==> src/rtl/blkio_pkg.sv <==
package blkio_pkg;

    localparam int REG_W = 8;
    localparam int PTR_W = 16;

    // flag byte bit positions
    localparam int FLG_S  = 7;
    localparam int FLG_Z  = 6;
    localparam int FLG_Y  = 5;
    localparam int FLG_H  = 4;
    localparam int FLG_X  = 3;
    localparam int FLG_PV = 2;
    localparam int FLG_N  = 1;
    localparam int FLG_C  = 0;

    typedef enum logic [2:0] {
        ST_IDLE,
        ST_IO_RD,
        ST_MEM_WR,
        ST_MEM_RD,
        ST_MEM_LAT,
        ST_IO_WR,
        ST_STEP
    } seq_state_e;

    typedef struct packed {
        logic to_port;
        logic backward;
        logic again;
    } op_cfg_t;

    function automatic logic even_ones(input logic [REG_W-1:0] v);
        return ~^v;
    endfunction

    // flag byte produced after one step, from the decremented count
    function automatic logic [7:0] step_flags(input op_cfg_t cfg,
                                              input logic [REG_W-1:0] cnt,
                                              input logic c_bit2,
                                              input logic carry);
        logic [7:0] f;
        f         = '0;
        f[FLG_S]  = cnt[7];
        f[FLG_Z]  = (cnt == '0);
        f[FLG_Y]  = cnt[5];
        f[FLG_X]  = cnt[3];
        f[FLG_N]  = 1'b1;
        if (cfg.to_port) begin
            f[FLG_H] = 1'b1;
            f[FLG_C] = carry;
        end else begin
            f[FLG_PV] = even_ones(cnt) ^ c_bit2 ^ cfg.backward;
        end
        return f;
    endfunction

endpackage

==> src/rtl/blkio_ptr_regs.sv <==
module blkio_ptr_regs
    import blkio_pkg::*;
(
    input  logic                clk,
    input  logic                rst,
    input  logic                load_en,
    input  op_cfg_t             cfg_in,
    input  logic [REG_W-1:0]    b_in,
    input  logic [REG_W-1:0]    c_in,
    input  logic [PTR_W-1:0]    hl_in,
    input  logic                carry_in,
    input  logic                step_en,
    input  logic                cap_io,
    input  logic [REG_W-1:0]    io_rdata,
    input  logic                cap_mem,
    input  logic [REG_W-1:0]    mem_rdata,
    output op_cfg_t             cfg_q,
    output logic [REG_W-1:0]    b_q,
    output logic [REG_W-1:0]    c_q,
    output logic [PTR_W-1:0]    hl_q,
    output logic [REG_W-1:0]    data_q,
    output logic [7:0]          flags_q,
    output logic                last_step
);

    logic             carry_q;
    logic [REG_W-1:0] b_next;
    logic [PTR_W-1:0] hl_next;

    assign b_next    = b_q - REG_W'(1);
    assign last_step = (b_next == '0);
    assign hl_next   = cfg_q.backward ? (hl_q - PTR_W'(1)) : (hl_q + PTR_W'(1));

    always_ff @(posedge clk) begin
        if (rst) begin
            cfg_q   <= '0;
            b_q     <= '0;
            c_q     <= '0;
            hl_q    <= '0;
            data_q  <= '0;
            flags_q <= '0;
            carry_q <= 1'b0;
        end else if (load_en) begin
            cfg_q   <= cfg_in;
            b_q     <= b_in;
            c_q     <= c_in;
            hl_q    <= hl_in;
            carry_q <= carry_in;
        end else begin
            if (cap_io)
                data_q <= io_rdata;
            if (cap_mem)
                data_q <= mem_rdata;
            if (step_en) begin
                b_q     <= b_next;
                hl_q    <= hl_next;
                flags_q <= step_flags(cfg_q, b_next, c_q[2], carry_q);
            end
        end
    end

    a_r4_count_down: assert property (@(posedge clk) disable iff (rst)
        step_en |=> b_q == $past(b_q) - REG_W'(1));

    a_r4_hl_up: assert property (@(posedge clk) disable iff (rst)
        (step_en && !cfg_q.backward) |=> hl_q == $past(hl_q) + PTR_W'(1));

    a_r4_hl_down: assert property (@(posedge clk) disable iff (rst)
        (step_en && cfg_q.backward) |=> hl_q == $past(hl_q) - PTR_W'(1));

    a_r11_frozen_setup: assert property (@(posedge clk) disable iff (rst)
        !load_en |=> ($stable(c_q) && $stable(cfg_q)));

endmodule

==> src/rtl/blkio_seq_ctrl.sv <==
module blkio_seq_ctrl
    import blkio_pkg::*;
(
    input  logic clk,
    input  logic rst,
    input  logic start,
    input  logic start_to_port,
    input  logic q_to_port,
    input  logic q_again,
    input  logic io_ready,
    input  logic last_step,
    output logic load_en,
    output logic step_en,
    output logic repeat_go,
    output logic cap_io,
    output logic cap_mem,
    output logic io_rd,
    output logic io_wr,
    output logic mem_rd,
    output logic mem_wr,
    output logic busy,
    output logic done
);

    seq_state_e state_q, state_d;

    assign load_en   = (state_q == ST_IDLE) && start;
    assign step_en   = (state_q == ST_STEP);
    assign repeat_go = step_en && q_again && !last_step;
    assign io_rd     = (state_q == ST_IO_RD);
    assign io_wr     = (state_q == ST_IO_WR);
    assign mem_rd    = (state_q == ST_MEM_RD);
    assign mem_wr    = (state_q == ST_MEM_WR);
    assign cap_io    = io_rd && io_ready;
    assign cap_mem   = (state_q == ST_MEM_LAT);
    assign busy      = (state_q != ST_IDLE);

    always_comb begin
        state_d = state_q;
        unique case (state_q)
            ST_IDLE:    if (start) state_d = start_to_port ? ST_MEM_RD : ST_IO_RD;
            ST_IO_RD:   if (io_ready) state_d = ST_MEM_WR;
            ST_MEM_WR:  state_d = ST_STEP;
            ST_MEM_RD:  state_d = ST_MEM_LAT;
            ST_MEM_LAT: state_d = ST_IO_WR;
            ST_IO_WR:   if (io_ready) state_d = ST_STEP;
            ST_STEP: begin
                if (repeat_go) state_d = q_to_port ? ST_MEM_RD : ST_IO_RD;
                else           state_d = ST_IDLE;
            end
            default:    state_d = ST_IDLE;
        endcase
    end

    always_ff @(posedge clk) begin
        if (rst) begin
            state_q <= ST_IDLE;
            done    <= 1'b0;
        end else begin
            state_q <= state_d;
            done    <= step_en && !repeat_go;
        end
    end

    a_r9_one_strobe: assert property (@(posedge clk) disable iff (rst)
        $onehot0({io_rd, io_wr, mem_rd, mem_wr}));

    a_r9_rd_held: assert property (@(posedge clk) disable iff (rst)
        (io_rd && !io_ready) |=> io_rd);

    a_r9_wr_held: assert property (@(posedge clk) disable iff (rst)
        (io_wr && !io_ready) |=> io_wr);

    a_r10_done_pulse: assert property (@(posedge clk) disable iff (rst)
        done |=> !done);

    a_r10_done_idle: assert property (@(posedge clk) disable iff (rst)
        done |-> !busy);

    a_r3_read_then_latch: assert property (@(posedge clk) disable iff (rst)
        mem_rd |=> cap_mem);

endmodule

==> src/rtl/blkio_cost_meter.sv <==
module blkio_cost_meter #(
    parameter int COST_W      = 16,
    parameter int STEP_COST   = 12,
    parameter int REPEAT_COST = 5
) (
    input  logic              clk,
    input  logic              rst,
    input  logic              load_en,
    input  logic              step_en,
    input  logic              repeat_go,
    output logic [COST_W-1:0] cost_q
);

    localparam logic [COST_W-1:0] STEP_INC = COST_W'(STEP_COST);
    localparam logic [COST_W-1:0] LOOP_INC = COST_W'(STEP_COST + REPEAT_COST);

    always_ff @(posedge clk) begin
        if (rst)
            cost_q <= '0;
        else if (load_en)
            cost_q <= '0;
        else if (step_en)
            cost_q <= cost_q + (repeat_go ? LOOP_INC : STEP_INC);
    end

    a_r8_cleared_at_start: assert property (@(posedge clk) disable iff (rst)
        load_en |=> cost_q == '0);

    a_r8_loop_charge: assert property (@(posedge clk) disable iff (rst)
        (step_en && repeat_go) |=> cost_q == $past(cost_q) + COST_W'(STEP_COST + REPEAT_COST));

endmodule

==> src/rtl/blkio_sequencer.sv <==
module blkio_sequencer
    import blkio_pkg::*;
#(
    parameter int COST_W      = 16,
    parameter int STEP_COST   = 12,
    parameter int REPEAT_COST = 5
) (
    input  logic              clk,
    input  logic              rst,
    input  logic              start,
    input  logic              op_out,
    input  logic              op_dec,
    input  logic              op_rep,
    input  logic [7:0]        b_in,
    input  logic [7:0]        c_in,
    input  logic [15:0]       hl_in,
    input  logic              carry_in,
    output logic [15:0]       mem_addr,
    output logic              mem_rd,
    output logic              mem_wr,
    output logic [7:0]        mem_wdata,
    input  logic [7:0]        mem_rdata,
    output logic [15:0]       io_addr,
    output logic              io_rd,
    output logic              io_wr,
    output logic [7:0]        io_wdata,
    input  logic [7:0]        io_rdata,
    input  logic              io_ready,
    output logic [7:0]        b_out,
    output logic [15:0]       hl_out,
    output logic [7:0]        flags_out,
    output logic [COST_W-1:0] nominal_cycles,
    output logic              busy,
    output logic              done
);

    op_cfg_t          cfg_in, cfg_q;
    logic             load_en, step_en, repeat_go, cap_io, cap_mem, last_step;
    logic [REG_W-1:0] b_q, c_q, data_q;
    logic [PTR_W-1:0] hl_q;

    assign cfg_in = '{to_port: op_out, backward: op_dec, again: op_rep};

    blkio_seq_ctrl u_ctrl (
        .clk           (clk),
        .rst           (rst),
        .start         (start),
        .start_to_port (op_out),
        .q_to_port     (cfg_q.to_port),
        .q_again       (cfg_q.again),
        .io_ready      (io_ready),
        .last_step     (last_step),
        .load_en       (load_en),
        .step_en       (step_en),
        .repeat_go     (repeat_go),
        .cap_io        (cap_io),
        .cap_mem       (cap_mem),
        .io_rd         (io_rd),
        .io_wr         (io_wr),
        .mem_rd        (mem_rd),
        .mem_wr        (mem_wr),
        .busy          (busy),
        .done          (done)
    );

    blkio_ptr_regs u_regs (
        .clk       (clk),
        .rst       (rst),
        .load_en   (load_en),
        .cfg_in    (cfg_in),
        .b_in      (b_in),
        .c_in      (c_in),
        .hl_in     (hl_in),
        .carry_in  (carry_in),
        .step_en   (step_en),
        .cap_io    (cap_io),
        .io_rdata  (io_rdata),
        .cap_mem   (cap_mem),
        .mem_rdata (mem_rdata),
        .cfg_q     (cfg_q),
        .b_q       (b_q),
        .c_q       (c_q),
        .hl_q      (hl_q),
        .data_q    (data_q),
        .flags_q   (flags_out),
        .last_step (last_step)
    );

    blkio_cost_meter #(
        .COST_W      (COST_W),
        .STEP_COST   (STEP_COST),
        .REPEAT_COST (REPEAT_COST)
    ) u_cost (
        .clk       (clk),
        .rst       (rst),
        .load_en   (load_en),
        .step_en   (step_en),
        .repeat_go (repeat_go),
        .cost_q    (nominal_cycles)
    );

    assign mem_addr  = hl_q;
    assign mem_wdata = data_q;
    assign io_addr   = {b_q, c_q};
    assign io_wdata  = data_q;
    assign b_out     = b_q;
    assign hl_out    = hl_q;

endmodule

==> config.mk <==
export PLATFORM = sky130hd
export DESIGN_NAME = blkio_sequencer
export DESIGN_NICKNAME = d
export VERILOG_FILES = /design/src/rtl/blkio_pkg.sv /design/src/rtl/blkio_ptr_regs.sv /design/src/rtl/blkio_seq_ctrl.sv /design/src/rtl/blkio_cost_meter.sv /design/src/rtl/blkio_sequencer.sv
export SDC_FILE = /design/constraint.sdc
export NUM_CORES = 1
export LEC_CHECK = 0
export ABC_AREA = 1
export ABC_CLOCK_PERIOD_IN_PS = 3700
export BUFFER_PORTS_ARGS = -buffer_cell sky130_fd_sc_hd__buf_2
export CAP_MARGIN = 15
export CORE_ASPECT_RATIO = 0.7
export CORE_MARGIN = 5
export CORE_UTILIZATION = 30
export CTS_CLUSTER_SIZE = 10
export DETAILED_ROUTE_END_ITERATION = 10
export PLACE_DENSITY = 0.57
export SLEW_MARGIN = 0
export SYNTH_ARGS = -nofsm -noshare
export SYNTH_HDL_FRONTEND = slang
export SYNTH_HIERARCHICAL = 1
export SYNTH_SLANG_ARGS = --single-unit
==> constraint.sdc <==
create_clock -name clk -period 3.7 [get_ports clk]
set_clock_uncertainty 0.1 [all_clocks]
set_input_delay 0.555 -clock clk [delete_from_list [all_inputs] [get_ports clk]]
set_output_delay 0.555 -clock clk [all_outputs]
set_load 0.05 [all_outputs]
==> results of run 1 <==
## power groups by stage
stage               clock, W  sequential [W]  combinational, W
finish               0.00102         0.00104           0.00214
global route         0.00109         0.00107           0.00234
CTS                  0.00106         0.00105           0.00215
detailed placement         0         0.00106           0.00215
global placement           0         0.00106           0.00214
floorplan                  0         0.00140           0.00142
## critical path, delay by kind of cell (launching register included)
family | cells | cell delay [ps]
xor+xnor | 1 | 200
fa+ha+maj | 2 | 540
buf+inv | 5 | 360
flops | 1 | 360
simple gates | 15 | 1560
## through the flow
step | power, W | worst slack (ps) | std cells
after floorplan | 0.00282 | 535 | 715
after global placement | 0.00320 | 646 | 1025
after detailed placement | 0.00321 | 539 | 1025
after CTS | 0.00426 | 522 | 1041
after global routing | 0.00451 | 84.6 | 1041
final | 0.00420 | 518 | 1041
## cell type report
cell class	instances	share of cell area [%]
clock buffers	11	4.18
clock inverters	5	1.79
inverters	104	6.76
multi-input cells	486	43.9
flip-flops and latches	72	24.8
well taps	200	4.31
repair buffers	163	14.3
## state kept, by name (all words and copies together), names as in the netlist, 3 cells and up
name and cells:
u_regs/flags_q 8, u_regs/hl_q 16, u_regs/c_q 8, u_cost/cost_q 16, u_regs/b_q 8, u_ctrl/state_q 3
u_regs/cfg_q 3, u_regs/data_q 8
## routing by layer
metal / track usage (%) / up-vias / share of wire, %
met2: 21.5 / 144 / 41
met3: 4.23 / 6 / 6.6
met5: 0 / - / 0
met4: 2.87 / 0 / 0.40
met1: 21.7 / 2081 / 52
li1: - / 2511 / -
## logic make-up (layout without fill, tap and decap cells)
family | count (synthesis) | after routing | synth area share, %
buffers and inverters | 157 | 283 | 15.7
AOI/OAI and AO/OA | 114 | 114 | 13.1
xor gates and xnor gates | 12 | 12 | 2.23
adders and majority gates | 26 | 26 | 7.05
and+or+nand+nor | 334 | 334 | 31.5
DFF | 72 | 72 | 30.5
## worst min path at each step
| stage | startpoint | endpoint | slack [ps] | depth (start not counted) |
|---|---|---|---|---|
| 6_report | op_rep | u_regs/cfg_q[0] | 350 | 3 |
| 5_1_grt | op_rep | u_regs/cfg_q[0] | 350 | 3 |
| 4_1_cts | c_in[3] | u_regs/c_q[3] | 340 | 3 |
| 3_5_place_dp | u_regs/flags_q[1] | u_regs/flags_q[1] | 360 | 2 |
| 3_3_place_gp | u_regs/flags_q[0] | u_regs/flags_q[0] | 350 | 2 |
| 2_1_floorplan | u_regs/carry_q | u_regs/flags_q[0] | 350 | 2 |
## placed cells by master, fill, tap and decap left out, types with 3 or more instances in the layout
cell type / n
sky130_fd_sc_hd__a21oi_1: 55
sky130_fd_sc_hd__a22oi_1: 15
sky130_fd_sc_hd__a31oi_1: 8
sky130_fd_sc_hd__buf_2: 157
sky130_fd_sc_hd__buf_4: 6
sky130_fd_sc_hd__bufinv_16: 3
sky130_fd_sc_hd__clkbuf_16: 9
sky130_fd_sc_hd__dfxtp_1: 72
sky130_fd_sc_hd__ha_1: 25
sky130_fd_sc_hd__inv_1: 85
sky130_fd_sc_hd__inv_2: 16
sky130_fd_sc_hd__nand2_1: 168
sky130_fd_sc_hd__nand2_2: 5
sky130_fd_sc_hd__nand3_1: 43
sky130_fd_sc_hd__nand3_2: 5
sky130_fd_sc_hd__nand3b_1: 4
sky130_fd_sc_hd__nand4_1: 11
sky130_fd_sc_hd__nor2_1: 68
sky130_fd_sc_hd__nor2_2: 10
sky130_fd_sc_hd__nor2_4: 5
sky130_fd_sc_hd__nor3_1: 8
sky130_fd_sc_hd__o21ai_0: 20
sky130_fd_sc_hd__o21ai_1: 16
sky130_fd_sc_hd__or2_0: 3
sky130_fd_sc_hd__xnor2_1: 6
sky130_fd_sc_hd__xor2_1: 6
==> results.json, run 1 <==
{
  "timing.fmax_mhz": 314,
  "start_kind": "register",
  "cp_max_fo": 11,
  "power.switching_fraction_pct": 48.6,
  "drive_gt1_share_pct": 26.4,
  "ant_nets": 0,
  "synth_common_cells": "168 x sky130_fd_sc_hd__nand2_1, 85 x sky130_fd_sc_hd__inv_1, 72 x sky130_fd_sc_hd__dfxtp_1",
  "fillCellCount": 1692,
  "power.share.combinational_pct": 50.9,
  "synth-main-ff-cell": "sky130_fd_sc_hd__dfxtp_1",
  "clock_sinks": 72,
  "sequential_share_of_the_synthesized_area_pct": 30.5,
  "initial_antenna_violation_count": 0,
  "leakage_nw": 3.10,
  "cts_htree_levels": 3,
  "clock_path_buffers": 2,
  "rr_worst_depth": 23,
  "timing.critical_path.to": "u_cost/cost_q[7]",
  "synthesis.area_per_instance_sq_um": 6.61,
  "synth.top_cells.by_area": "sky130_fd_sc_hd__dfxtp_1 31%, sky130_fd_sc_hd__nand2_1 13%, sky130_fd_sc_hd__inv_1 6.8%",
  "p_int_w": 0.00216,
  "fin_crit_sh_pct": 86.0,
  "end_kind": "register",
  "yosys_top_cell_area_share_pct": 30.5,
  "ys_warn_count": 6,
  "place_congestion": 0.823,
  "synthMostInstantiatedCell": "sky130_fd_sc_hd__nand2_1",
  "area_delta_synth_final_pct": 23.0,
  "routed_wire_length_per_instance_microns": 13.2,
  "timing.rr.start": "u_regs/b_q[2]",
  "r2r_end": "u_cost/cost_q[7]",
  "setup.worst_path.class": "register to register",
  "largest_net_degree_at_the_start_of_global_routing": 26,
  "tritoncts_clock_tree": "built",
  "drt-total-wl_microns": 13700,
  "cp-startpoint": "u_regs/b_q[2]",
  "placement.io_buffers": 157,
  "synthDistinctLibCells": 31,
  "dieWidth_microns": 160,
  "period_minus_slack_ps": 3180,
  "post_synthesis_net_count": 797,
  "initial_core_util_pct": 30.6,
  "fp-row-count": 38,
  "routed-via-count": 4742,
  "worst_path_max_delay_cell": "sky130_fd_sc_hd__dfxtp_1",
  "cts.root.buffer_cell": "sky130_fd_sc_hd__clkbuf_16",
  "rsz0062_at_grt": "false",
  "global_route_wire_length_before_repair_microns": 22400,
  "outcome": "finished clean",
  "dr.first_iter.drc_count": 201,
  "coreArea_sq_mm": 0.0155,
  "final_core_util_pct": 37.6,
  "setup_viol": 0,
  "max_cap_viol_count": 0,
  "report.final.slew_viol_count": 0,
  "grt_use_total_pct": 14.8,
  "crit_arrival_ps": 3350,
  "routed_via_density": 4.56,
  "seq_area_sq_mm": 0.00144,
  "die_y_microns": 115,
  "switching_power_w": 0.00204,
  "cts_hold_repair.buffers": 0,
  "overflow": 0,
  "detailed_place.area_sq_mm": 0.00547,
  "syn_inst": 715,
  "worst_path_most_repeated_cell": "sky130_fd_sc_hd__nand2_1",
  "timing.max_slew.rel_slack_pct": 48.1,
  "finish.net_count": 918,
  "worst_path_largest_cell_delay_ps": 360,
  "setup-tns-final_ps": 0,
  "seq_power_share_pct": 24.8,
  "antennaDiodeCount": 0,
  "hold_crit_class": "primary input to register",
  "clkLatencyLatePin_ps": 330,
  "power_density_mw_per_mm2": 723,
  "vdd_drop_max_uv": 328,
  "slack_of_the_worst_reg_to_reg_path_ps": 520,
  "number_of_global_route_vias_before_repair": 4343,
  "multiInputGateArea_sq_mm": 0.00255,
  "netlist.top_cell.by_area": "sky130_fd_sc_hd__dfxtp_1",
  "hpwl_microns": 10300,
  "transition_time_at_the_pin_with_the_least_slew_margin_ps": 776,
  "cp_data_required_time_ps": 3870,
  "cts.clk_slew.worst_paths_ps": 60,
  "synth_area_sq_mm": 0.00472,
  "fin_worst_hold_slack_ps": 353,
  "postCtsSetupRepairBufs": 0,
  "post_cts_resize_count": 0,
  "dr.pass1.iters": 5,
  "synth-async-reset-ratio_pct": 0,
  "synth.ff_latch_count": 72,
  "crit_path_cell_trace": "inv_2, nand3_2, nor2_2, nand2_2, nor2_2, xor2_1, inv_1, ha_1, nand4_1, inv_1, inv_1, nand2_1, nor2_2, inv_1, ha_1, nand3_1, nand2_2, nand2_1, nand2_2, nand2_1, nand2_1, nand2_1, nor2_1",
  "clkPwrFrac_pct": 24.3,
  "drt_drc_violations_left": 0,
  "stdcell_area_sq_mm": 0.00581,
  "floorplan.die_area_sq_mm": 0.0184,
  "io_pins": 158,
  "synth-edff-count": 0,
  "numCtsBuffers": 9,
  "hold_viol_final": 0
}
(Power assumes the default switching activity.)
==> run 2: changes to the inputs <==
- REMOVE_ABC_BUFFERS: unset -> 1
==> run 2 against run 1 <==
Combinational power about the same. Critical path depth unchanged. Register-to-register slack improved by 80 ps. Via count decreased by 1.4%. Power decreased by 1.6%.
==> results.json, run 2 (synthesis gave the netlist of run 1 again) <==
{
  "min_delay_path_depth": 3,
  "io_pins": 158,
  "multiInputGateArea_sq_mm": 0.00255,
  "outcome": "finished clean",
  "vdd_drop_max_uv": 338,
  "finish.net_count": 918,
  "postLayoutSetupSlackWorst_ps": 595,
  "placedCellCount": 1025,
  "slack_of_the_worst_reg_to_reg_path_ps": 600,
  "global_route_wire_length_before_repair_microns": 21800,
  "hold_crit_class": "primary input to register",
  "cts_htree_levels": 3,
  "area_delta_synth_final_pct": 22.5,
  "seq_area_sq_mm": 0.00144,
  "die_y_microns": 115,
  "timing.max_slew.rel_slack_pct": 57.0,
  "cp_data_required_time_ps": 3860,
  "initial_antenna_violation_count": 1,
  "post_cts_resize_count": 0,
  "worst_path_max_delay_cell": "sky130_fd_sc_hd__dfxtp_1",
  "routed-via-count": 4676,
  "number_of_global_route_vias_before_repair": 4298,
  "cts.clk_slew.worst_paths_ps": 60,
  "ant_nets": 0,
  "power.switching_fraction_pct": 49.4,
  "cts_hold_repair.buffers": 0,
  "worst_path_dominant_cell_family": "simple AND/OR/NAND/NOR gates",
  "timing.rr.start": "u_regs/b_q[0]",
  "report.final.slew_viol_count": 0,
  "seq_power_share_pct": 25.0,
  "p_total_w": 0.00414,
  "met3_track_demand_over_resource_pct": 4.19,
  "floorplan.die_area_sq_mm": 0.0184,
  "hold_viol_final": 0,
  "transition_time_at_the_pin_with_the_least_slew_margin_ps": 643,
  "drt-total-wl_microns": 13700,
  "grt_use_total_pct": 14.5,
  "numCtsBuffers": 9,
  "cts.root.buffer_cell": "sky130_fd_sc_hd__clkbuf_16",
  "drive_gt1_share_pct": 26.4,
  "switching_power_w": 0.00204,
  "clkPwrFrac_pct": 22.9,
  "clkLatencyLatePin_ps": 330,
  "layout_common_cells": "168 x sky130_fd_sc_hd__nand2_1, 157 x sky130_fd_sc_hd__buf_2, 85 x sky130_fd_sc_hd__inv_1, 72 x sky130_fd_sc_hd__dfxtp_1, 68 x sky130_fd_sc_hd__nor2_1",
  "tritoncts_clock_tree": "built",
  "initial_core_util_pct": 30.6,
  "timing.fmax_mhz": 322,
  "placement.io_buffers": 157,
  "final_core_util_pct": 37.4,
  "rr_worst_depth": 23,
  "setup.worst_path.class": "register to register",
  "hold_end": "u_regs/carry_q",
  "routed_wire_length_per_instance_microns": 13.1,
  "r2r_end": "u_cost/cost_q[13]",
  "antennaDiodeCount": 0,
  "dr.pass1.iters": 5,
  "clock_path_buffers": 2,
  "largest_net_degree_at_the_start_of_global_routing": 27,
  "fin_crit_sh_pct": 83.9,
  "coreArea_sq_mm": 0.0155,
  "period_minus_slack_ps": 3100,
  "p_int_w": 0.00209,
  "crit_arrival_ps": 3270,
  "worst_path_largest_cell_delay_ps": 370,
  "biggestRegsByFlops": "u_cost/cost_q: 16 flops, u_regs/hl_q: 16 flops",
  "dr.first_iter.drc_count": 250,
  "end_kind": "register",
  "setup_viol": 0,
  "cp_max_fo": 11,
  "fillCellCount": 1687,
  "rsz0062_at_grt": "false",
  "power_density_mw_per_mm2": 715,
  "worstSetupPathDepth": 23,
  "place_ws_ps": 612,
  "stdcell_count": 1040,
  "drt_drc_violations_left": 0,
  "overflow": 0,
  "power.share.combinational_pct": 52.1,
  "globalRouteMet1Util_pct": 21.4,
  "start_kind": "register",
  "clock_sinks": 72,
  "hpwl_microns": 10400,
  "max_cap_viol_count": 0,
  "routed_via_density": 4.50,
  "crit_path_cell_trace": "inv_2, nand3_2, nor2_2, nand2_2, nor2_2, xor2_1, inv_1, ha_1, nand4_1, inv_1, inv_1, nand2_1, nor2_2, inv_1, ha_1, nand3_1, nand2_2, nand2_1, nand2_2, nand3_1, nand2_1, nand2_1, nor2_1",
  "place_congestion": 0.888,
  "final_common_cell": "sky130_fd_sc_hd__nand2_1",
  "buf_inv_stages_crit_path": 5,
  "setup-tns-final_ps": 0,
  "leakage_nw": 3.09,
  "dieWidth_microns": 160,
  "grt.busiest_layer": "met1",
  "met2_track_usage_gr_pct": 21.3,
  "postCtsSetupRepairBufs": 0,
  "hold_path_startpoint": "carry_in",
  "fp-row-count": 38
}
run 2: power by group through the flow:
| stage | registers [W] | clock network [W] | logic, W |
|---|---|---|---|
| after floorplan | 0.00167 | 0 | 0.00101 |
| after global placement | 0.00105 | 0 | 0.00217 |
| after detailed placement | 0.00105 | 0 | 0.00216 |
| after CTS | 0.00104 | 0.000981 | 0.00217 |
| after global routing | 0.00106 | 0.00101 | 0.00237 |
| final | 0.00103 | 0.000947 | 0.00216 |
run 2: through the flow:
step,hold slack (ps),area (sq um)
after global placement,347,5470
after global routing,330,5790
after floorplan,348,4380
final,346,5790
after CTS,330,5790
after detailed placement,353,5470
run 2: final cells by class:
cell class,instances,area share [%]
clock buffers,10,4.13
clock inverters,5,1.41
inverters,104,6.79
multi-input cells,486,44.1
flip-flops and latches,72,24.9
well taps,200,4.33
repair buffers,163,14.4
run 2: how the worst max path moves through the flow:
stage / from / endpoint
floorplan: u_regs/b_q[0] / u_cost/cost_q[11]
global placement: u_regs/b_q[0] / u_cost/cost_q[7]
detailed placement: u_regs/b_q[0] / u_cost/cost_q[13]
CTS: u_regs/b_q[0] / u_cost/cost_q[7]
global route: u_regs/b_q[0] / u_cost/cost_q[15]
finish: u_regs/b_q[0] / u_cost/cost_q[13]
run 2: worst register-to-register path, cell delays in order, from the launching register on:
cell and delay, ps:
sky130_fd_sc_hd__dfxtp_1 370, sky130_fd_sc_hd__inv_2 100, sky130_fd_sc_hd__nand3_2 70, sky130_fd_sc_hd__nor2_2 110, sky130_fd_sc_hd__nand2_2 70, sky130_fd_sc_hd__nor2_2 80
sky130_fd_sc_hd__xor2_1 200, sky130_fd_sc_hd__inv_1 70, sky130_fd_sc_hd__ha_1 210, sky130_fd_sc_hd__nand4_1 110, sky130_fd_sc_hd__inv_1 50, sky130_fd_sc_hd__inv_1 50
sky130_fd_sc_hd__nand2_1 70, sky130_fd_sc_hd__nor2_2 230, sky130_fd_sc_hd__inv_1 100, sky130_fd_sc_hd__ha_1 330, sky130_fd_sc_hd__nand3_1 100, sky130_fd_sc_hd__nand2_2 90
sky130_fd_sc_hd__nand2_1 60, sky130_fd_sc_hd__nand2_2 170, sky130_fd_sc_hd__nand3_1 100, sky130_fd_sc_hd__nand2_1 70, sky130_fd_sc_hd__nand2_1 50, sky130_fd_sc_hd__nor2_1 70
run 2: layer usage:
metal	share of wire (%)	vias up
met3	6.2	8
li1	-	2505
met5	0.095	-
met1	53	2031
met2	40	130
met4	0.37	2
==> run 3: changes to the inputs <==
- ABC_CLOCK_PERIOD_IN_PS: 3700 -> 3170
- clock period: 3.7 -> 3.17 ns (I/O delays scaled with it)
==> run 3 against run 2 <==
Sequential share of layout area decreased by 0.41 points. Clock-buffer cell count decreased by 1. Combinational power increased by 19%. Clock power increased by 14%. Die area unchanged. Sequential power increased by 17%. Core utilization increased by 0.62 points. Critical endpoint is now u_cost/cost_q[8]. Largest power group unchanged. Highest routed layer unchanged.
==> results.json, run 3 (synthesis gave the netlist of run 1 again) <==
{
  "outcome": "finished clean",
  "stdcell_area_sq_mm": 0.00588,
  "end_kind": "register",
  "biggestRegsByFlops": "u_cost/cost_q: 16 flops, u_regs/hl_q: 16 flops",
  "die_y_microns": 115,
  "finish.net_count": 924,
  "clock_sinks": 72,
  "dr.pass1.iters": 4,
  "cts_htree_levels": 3,
  "stdcell_count": 1046,
  "drive_gt1_share_pct": 27.9,
  "vdd_drop_max_uv": 506,
  "m1WireLength_microns": 7520,
  "global_route_wire_length_before_repair_microns": 22300,
  "place_congestion": 0.871,
  "hpwl_microns": 10600,
  "numCtsBuffers": 9,
  "drt_drc_violations_left": 0,
  "io_pins": 158,
  "antennaDiodeCount": 0,
  "coreArea_sq_mm": 0.0155,
  "crit_arrival_ps": 3090,
  "floorplan.die_area_sq_mm": 0.0184,
  "timing.max_slew.rel_slack_pct": 53.8,
  "fin_worst_hold_slack_ps": 258,
  "worst_path_max_delay_cell": "sky130_fd_sc_hd__dfxtp_1",
  "final_common_cell": "sky130_fd_sc_hd__nand2_1",
  "start_kind": "register",
  "timing.fmax_mhz": 344,
  "tritoncts_clock_tree": "built",
  "hold_crit_class": "primary input to register",
  "initial_antenna_violation_count": 1,
  "cts.root.buffer_cell": "sky130_fd_sc_hd__clkbuf_16",
  "transition_time_at_the_pin_with_the_least_slew_margin_ps": 691,
  "period_minus_slack_ps": 2910,
  "max_cap_viol_count": 0,
  "setup_viol": 0,
  "largest_net_degree_at_the_start_of_global_routing": 31,
  "routed-via-count": 4741,
  "layout_common_cells": "167 x sky130_fd_sc_hd__nand2_1, 157 x sky130_fd_sc_hd__buf_2, 84 x sky130_fd_sc_hd__inv_1, 72 x sky130_fd_sc_hd__dfxtp_1, 68 x sky130_fd_sc_hd__nor2_1",
  "met3_wire_length_microns": 942,
  "placedCellCount": 1028,
  "setup.worst_path.class": "register to register",
  "routed_via_density": 4.53,
  "overflow": 0,
  "fp-row-count": 38,
  "ant_nets": 0,
  "clock_path_buffers": 2,
  "worst_path_largest_cell_delay_ps": 320,
  "fillCellCount": 1668,
  "dr.max_layer_used": "met5",
  "area_delta_synth_final_pct": 24.5,
  "fin_crit_sh_pct": 91.8,
  "report.final.slew_viol_count": 0,
  "hold_viol_final": 0,
  "initial_core_util_pct": 30.6,
  "buf_inv_stages_crit_path": 5,
  "dr.first_iter.drc_count": 298,
  "worst_path_dominant_cell_family": "simple AND/OR/NAND/NOR gates",
  "number_of_global_route_vias_before_repair": 4361,
  "metal2_wl_microns": 5570,
  "crit_path_cell_trace": "inv_2, nand3_2, nor2_4, nand2_2, nor2_2, xor2_2, inv_1, ha_1, nand4_1, inv_1, inv_1, nand2_1, nor2_4, ha_2, ha_1, nand2_1, nand2_1, nand3_2, nand2_4, nand3_1, nand2_1, inv_1, nor2_1",
  "clkLatencyLatePin_ps": 340,
  "routed_wire_length_per_instance_microns": 13.6,
  "grt_use_total_pct": 15.1,
  "drt-total-wl_microns": 14200,
  "dieWidth_microns": 160,
  "cts_hold_repair.buffers": 0,
  "cts.clk_slew.worst_paths_ps": 60,
  "cp_data_required_time_ps": 3350,
  "placement.io_buffers": 157,
  "power_density_mw_per_mm2": 826,
  "cp_max_fo": 5,
  "leakage_nw": 3.12,
  "detailed_place.area_sq_mm": 0.00549
}
## run 3: changes by cell type in the layout (fill, tap and decap cells not counted), sizes merged
cell,delta
buf,+4
nand2,+2
clkbuf,-1
clkinvlp,+1
## run 3: cell type report
type	count	area (sq um)	area share [%]
Clock buffer	9	225	3.83
Clock inverter	6	85.1	1.45
Inverter	104	393	6.68
Multi-Input combinational cell	488	2630	44.7
Sequential cell	72	1440	24.5
Tap cell	200	250	4.25
Timing Repair Buffer	167	861	14.6
## run 3: power by group
group	total, W	leakage (nW)	internal (W)	switching (W)
clock	0.00108	0.147	0.000681	0.000401
sequential	0.00121	0.587	0.00106	0.000148
combinational	0.00257	2.39	0.000705	0.00186
total	0.00486	3.12	0.00244	0.00241
## run 3: metal layers
metal	up-vias	GRT usage [%]
met5	-	0
met2	129	21.6
li1	2521	-
met1	2077	21.8
met4	2	3.95
met3	12	4.62
## run 3: worst paths after layout
kind	startpoint	end	slack, ps	depth (start not counted)
max	u_regs/b_q[1]	u_cost/cost_q[8]	260	23
min	c_in[1]	u_regs/c_q[1]	260	3
max reg2reg	u_regs/b_q[1]	u_cost/cost_q[8]	260	23
min reg2reg	u_regs/flags_q[0]	u_regs/flags_q[0]	370	2
## run 3: metrics by stage
stage                     setup WS [ps]  utilization, %  setup TNS [ps]  power, W
after floorplan                    -312               -           -6060   0.00313
after global placement              275            35.5               0   0.00378
after detailed placement            146            35.5               0   0.00377
after CTS                           134            37.5               0   0.00490
after global routing              -12.8            38.1           -12.8   0.00522
final                               259            38.1               0   0.00486
## run 3: tightest hold or removal path, stage by stage
cell	delay (ps)
sky130_fd_sc_hd__buf_2	70
sky130_fd_sc_hd__nor2_1	30
sky130_fd_sc_hd__nor2_1	80
## run 3: repair_timing
action	4_1_cts	5_1_grt
endpoints found under the setup margin	0	11
setup buffers	0	1
resized for setup	0	11
endpoints found under the hold margin	0	0
